File: config.mk
export PLATFORM = sky130hd
export DESIGN_NAME = seg_link_rx
export DESIGN_NICKNAME = d
export VERILOG_FILES = /design/src/rtl/seg_rx_pkg.sv /design/src/rtl/seg_sync.sv /design/src/rtl/seg_edge_ctrl.sv /design/src/rtl/seg_shift_latch.sv /design/src/rtl/seg_out_stage.sv /design/src/rtl/seg_link_rx.sv
export SDC_FILE = /design/constraint.sdc
export NUM_CORES = 1
export LEC_CHECK = 0
export ABC_AREA = 0
export CORE_MARGIN = 1
export CORE_UTILIZATION = 45
export CTS_CLUSTER_DIAMETER = 100
export DETAILED_ROUTE_END_ITERATION = 6
export GPL_TIMING_DRIVEN = 0
export MAX_ROUTING_LAYER = met4
export PLACE_DENSITY = 0.74
export SYNTH_ARGS = -nofsm -noshare
export SYNTH_HDL_FRONTEND = slang
export SYNTH_SLANG_ARGS = --single-unit
File: constraint.sdc
create_clock -name clk -period 3.38 [get_ports clk]
set_clock_uncertainty 0.2 [all_clocks]
set_input_delay 0.507 -clock clk [delete_from_list [all_inputs] [get_ports clk]]
set_output_delay 0.507 -clock clk [all_outputs]
set_load 0.03 [all_outputs]
File: src/rtl/seg_rx_pkg.sv
package seg_rx_pkg;

    localparam int SEG_N_DEF = 124;
    localparam int NIB_W_DEF = 4;

    // control lines of the link, carried together through the synchronizer
    typedef struct packed {
        logic sclk;
        logic sel_n;
        logic oe;
    } link_ctl_t;

    localparam int        CTL_W    = $bits(link_ctl_t);
    localparam link_ctl_t CTL_IDLE = '{sclk: 1'b1, sel_n: 1'b1, oe: 1'b0};

    function automatic logic fell(input logic prev, input logic now);
        return prev & ~now;
    endfunction

    function automatic logic rose(input logic prev, input logic now);
        return ~prev & now;
    endfunction

endpackage

File: src/rtl/seg_sync.sv
module seg_sync #(
    parameter int             W       = 1,
    parameter logic [W-1:0]   RST_VAL = '0
) (
    input  logic         clk,
    input  logic         rst,
    input  logic [W-1:0] d,
    output logic [W-1:0] q
);
    logic [W-1:0] stage1;

    always_ff @(posedge clk) begin
        if (rst) begin
            stage1 <= RST_VAL;
            q      <= RST_VAL;
        end else begin
            stage1 <= d;
            q      <= stage1;
        end
    end
endmodule

File: src/rtl/seg_edge_ctrl.sv
module seg_edge_ctrl import seg_rx_pkg::*; (
    input  logic clk,
    input  logic rst,
    input  logic active,
    input  logic sclk_s,
    input  logic sel_n_s,
    output logic shift_pulse,
    output logic cap_pulse
);
    logic sclk_d;
    logic sel_n_d;

    // one-cycle history of the synchronized lines, for edge detection
    always_ff @(posedge clk) begin
        if (rst) begin
            sclk_d  <= CTL_IDLE.sclk;
            sel_n_d <= CTL_IDLE.sel_n;
        end else begin
            sclk_d  <= sclk_s;
            sel_n_d <= sel_n_s;
        end
    end

    always_comb begin
        shift_pulse = active & fell(sclk_d, sclk_s) & ~sel_n_s;
        cap_pulse   = active & rose(sel_n_d, sel_n_s);
    end
endmodule

File: src/rtl/seg_shift_latch.sv
module seg_shift_latch #(
    parameter int SEG_N = 124,
    parameter int NIB_W = 4
) (
    input  logic             clk,
    input  logic             rst,
    input  logic             shift_pulse,
    input  logic             cap_pulse,
    input  logic [NIB_W-1:0] nib,
    output logic [SEG_N-1:0] latched
);
    localparam int KEEP_W = SEG_N - NIB_W;

    logic [SEG_N-1:0] sreg;

    always_ff @(posedge clk) begin
        if (rst) begin
            sreg    <= '0;
            latched <= '0;
        end else begin
            if (shift_pulse)
                sreg <= {nib, sreg[SEG_N-1 -: KEEP_W]};
            if (cap_pulse)
                latched <= sreg;
        end
    end
endmodule

File: src/rtl/seg_out_stage.sv
module seg_out_stage #(
    parameter int SEG_N = 124
) (
    input  logic             clk,
    input  logic             rst,
    input  logic             active,
    input  logic             oe_s,
    output logic [SEG_N-1:0] drive
);
    logic drv_q;

    always_ff @(posedge clk) begin
        if (rst) drv_q <= 1'b0;
        else     drv_q <= oe_s & active;
    end

    // one flop fans out to every pad enable
    assign drive = {SEG_N{drv_q}};
endmodule

File: src/rtl/seg_link_rx.sv
module seg_link_rx import seg_rx_pkg::*; #(
    parameter int SEG_N = SEG_N_DEF,
    parameter int NIB_W = NIB_W_DEF
) (
    input  logic             clk,
    input  logic             rst,
    input  logic             logic_on,
    input  logic             link_sel_n,
    input  logic             link_sclk,
    input  logic [NIB_W-1:0] link_nib,
    input  logic             drv_en,
    output logic [SEG_N-1:0] seg_data,
    output logic [SEG_N-1:0] seg_drive
);
    link_ctl_t        ctl_raw;
    link_ctl_t        ctl_s;
    logic [NIB_W-1:0] nib_s;
    logic             shift_pulse;
    logic             cap_pulse;

    assign ctl_raw = '{sclk: link_sclk, sel_n: link_sel_n, oe: drv_en};

    seg_sync #(.W(CTL_W), .RST_VAL(CTL_IDLE)) u_sync_ctl (
        .clk (clk),
        .rst (rst),
        .d   (ctl_raw),
        .q   (ctl_s)
    );

    seg_sync #(.W(NIB_W), .RST_VAL('0)) u_sync_nib (
        .clk (clk),
        .rst (rst),
        .d   (link_nib),
        .q   (nib_s)
    );

    seg_edge_ctrl u_edge (
        .clk         (clk),
        .rst         (rst),
        .active      (logic_on),
        .sclk_s      (ctl_s.sclk),
        .sel_n_s     (ctl_s.sel_n),
        .shift_pulse (shift_pulse),
        .cap_pulse   (cap_pulse)
    );

    seg_shift_latch #(.SEG_N(SEG_N), .NIB_W(NIB_W)) u_store (
        .clk         (clk),
        .rst         (rst),
        .shift_pulse (shift_pulse),
        .cap_pulse   (cap_pulse),
        .nib         (nib_s),
        .latched     (seg_data)
    );

    seg_out_stage #(.SEG_N(SEG_N)) u_out (
        .clk    (clk),
        .rst    (rst),
        .active (logic_on),
        .oe_s   (ctl_s.oe),
        .drive  (seg_drive)
    );
endmodule

======== After elaboration in Yosys (flattened, before gate mapping) ========
Index checks and enable logic that the tools add are counted.
storage, ports and cells
  word-level logic and storage cells ...... 18
  output and inout port bits .............. 248
  register bits ........................... 265
operators by class
  bitwise logic cells ..................... 9
operators with widths
  operator     count
  $and 1x1->1  6
  $not 1->1    3

======== Longest topological paths before layout ========
Gate-level depths: netlist of the first run.
  depth in word-level cells ............... 4
  mapped depth ............................ 5
  depth with buffers taken out ............ 2

======== Modules after synthesis ========
Synthesis of the first run repeated with hierarchy kept, for this count alone.
second synthesis, totals
  cells, all modules ...................... 960
  area, all modules ....................... 10279.9 µm²
by module, submodules not included
  module                 times used  area an instance (µm²)  cells each
  seg_shift_latch        1           8877.3                  800
  seg_out_stage          1           959.7                   126
  seg_sync (u_sync_nib)  1           210.2                   16
  seg_sync (u_sync_ctl)  1           157.7                   12
  seg_edge_ctrl          1           75.1                    6

======== Worst setup path before layout of the first run ========
No wires, ideal clock.
  kind .................................... register to output
  start ................................... register u_out.drv_q
  end ..................................... output seg_drive[0]
  stages on the path, launching flop included .. 2
  data required time ...................... 2673 ps
  buffers on the path ..................... 1
  arrival ................................. 2714 ps
  setup slack ............................. -41 ps
  cell sequence ........................... dfxtp_1 > buf_4
RTL lines
  item                    RTL line             RTL
  start, declared         seg_out_stage.sv:10  logic drv_q;
  start signal, assigned  seg_out_stage.sv:14  else drv_q <= oe_s & active;
  end, declared           seg_link_rx.sv:13    output logic [SEG_N-1:0] seg_drive
No word-level cell between the ends.

======== Worst setup path after layout of the first run ========
  start ................................... register u_out.drv_q
  end ..................................... output seg_drive[6]
No word-level cell between the ends.

==> run metrics, run 1 <==
vias in the first global route=6,490; Mean Syn Cell Area=11.2 µm²; register area share after synthesis=0.490; die height=157 µm; Rows=56; Peak VDD IR=457 µV; Finish-stage setup viols=0; DRC Markers=0; H-tree depth=1; remaining antenna violation count=0; Area contributors post-synth=dfxtp_1, mux2i_1, nand2b_1; CP required=2670 ps; post-DR wirelength/cell=13.8 µm; Die Area=0.0247 mm²; post-route design area=0.0148 mm²; Async S/R FF share, synth=0; first-pass GRT wire length=33,800 µm; placed inst area=0.0138 mm²; ant diodes=0; Worst Path Max Fanout=72; fin worst setup slack=333 ps; post-synth top area share=0.490; slowest CP cell=clkdlybuf4s50_1; synth unique cells=15; Via density=4.43; nets=1,264; RSZ-0062 raised after global routing=false; clock root cell=clkbuf_16; crit start category=flop; Buffers on Ports=256; Ys Warns=0; HPWL Detailed=15,500 µm; hold endpoint=u_sync_ctl.q[1]; Slew @ Worst Pin=508 ps; Pre-antenna DRT Iters=4; cells along the critical path=buf_16 -> buf_4 -> clkdlybuf4s50_1; reg2reg path depth=5; r2r endpoint=u_store.latched[14]; largest net degree at the start of global routing=73; Yosys reg bits=265; hold_buf cts=0; Post-CTS Resized=0; period utilization=0.902; CTS max path bufs=3; postcts setup bufs=0; Buf+Inv Stages, Crit Path=3; Synth Instances=969; hold depth=1; remaining global-route overflow=0; Hold Slack=200 ps; TritonCTS buffer count=26; Post-Route WL=21,900 µm; Die X=157 µm; Sink Count=265; Crit path max-delay family=buffers and inverters; Min Clock Period, post-route=3050 ps; Static Leakage=6.17 nW; Core ar.=0.0235 mm²; initial core utilization=0.460; CTS tree=built; final hold viol count=0; crit path kind=reg2out; Max Slew Vio Count=0; placer congestion estimate=0.734; DRT iter0 DRCs=318; most numerous cell in the Yosys netlist=dfxtp_1; Post-synth EDFFs=0; max-cap viol count=0; status=completed; pre-CTS setup slack=845 ps; Crit. End Element=output pin; mapped cell area=0.0108 mm²; hold path startpoint=u_sync_ctl.stage1[1]; Total Routing Usage GR=0.176; # IOs=258; PwrDens=447 mW/mm²; Clock transition at path regs=60 ps; Main synth FF type=dfxtp_1; via count of the routed design=7,051; fraction of layout cells with a size suffix above 1=0.158; Crit path largest cell delay=670 ps; Design Power=6.61 mW; Post-Syn Nets=979; Crit Reg-Reg Startpoint=u_sync_ctl.q[1]; fmax=0.328 GHz; leading area contributor after synthesis=dfxtp_1; initial antenna violation count=0; Final TNS setup=0 ps; clock latency at the later pin of the worst-skew pair=510 ps; Slew Limit Headroom=0.662; worst hold path class=reg2reg; Area Growth Syn to Fin=36.8%; register-to-register setup slack=1690 ps; Worst EP arrival=2340 ps; top post-synthesis cells by count=dfxtp_1, nand2b_1, mux2i_1
-- per-layer routing --
layer	wire, µm	global-route usage	vias up
met4	228	0.0374	0
met3	1610	0.0355	21
met2	10400	0.299	200
met5	0	-	-
li1	-	-	3626
met1	9730	0.216	3204
-- worst max path at each step --
stage | from | endpoint | slack, ps | depth (start not counted)
floorplan | u_out.drv_q | seg_drive[0] | 980 | 1
global placement | u_out.drv_q | seg_drive[84] | 110 | 2
detailed placement | u_out.drv_q | seg_drive[92] | 840 | 3
CTS | u_out.drv_q | seg_drive[92] | 280 | 3
global route | u_out.drv_q | seg_drive[6] | 190 | 3
finish | u_out.drv_q | seg_drive[6] | 330 | 3
-- through the flow --
stage               std cells  utilization
floorplan                 969            -
global placement         1544        0.586
detailed placement       1545        0.587
CTS                      1593        0.629
global route             1593        0.629
finish                   1593        0.629
-- final cells by class --
class                      instances  area (µm²)
buffer                           182        1310
clock buffer                      39         811
clock inverter                     9         174
fill                            1994        8740
multi-input combinational        522        4200
sequential                       265        5310
tap                              319         399
timing repair buffer             257        2590
-- sequential cells by signal, indices dropped and copies added (netlist names) --
name / count
u_edge.sel_n_d: 1
u_sync_ctl.stage1: 3
u_store.latched: 124
u_out.drv_q: 1
u_sync_nib.q: 4
u_sync_ctl.q: 3
u_edge.sclk_d: 1
u_store.sreg: 124
u_sync_nib.stage1: 4
-- cells in the final DEF (no fill, tap or decap), types with 3 or more instances in the layout --
cell / Yosys / final
or2_1: 6 / 6
clkbuf_8: 0 / 9
clkdlybuf4s50_1: 0 / 256
bufinv_16: 0 / 5
mux2i_1: 248 / 248
dfxtp_1: 265 / 264
clkinv_2: 0 / 3
clkbuf_16: 0 / 27
buf_6: 17 / 17
nor2b_1: 10 / 10
nand2b_1: 252 / 252
clkbuf_1: 28 / 31
buf_2: 5 / 5
buf_4: 132 / 132
-- cells by family after synthesis --
group,Yosys count,share of synthesized area
buffers and inverters,182,0.121
DFF,265,0.490
muxes,248,0.229
and+or+nand+nor,274,0.159
-- power by group --
group          switching, mW  internal [mW]  total, mW
combinational          0.132          0.146      0.278
clock                   1.16           2.04       3.20
sequential           0.00491           3.13       3.14
Power figures use the tool's default switching activity.
==> inputs of run 2 (changes only) <==
--- a/config.mk
+++ b/config.mk
@@ -6,6 +6,7 @@
 export NUM_CORES = 1
 export LEC_CHECK = 0
 export ABC_AREA = 0
+export ABC_CLOCK_PERIOD_IN_PS = 3380
 export CORE_MARGIN = 1
 export CORE_UTILIZATION = 45
 export CTS_CLUSTER_DIAMETER = 100
==> results of run 2 <==
Final layout, timing and power as in run 1 (identical DEF).
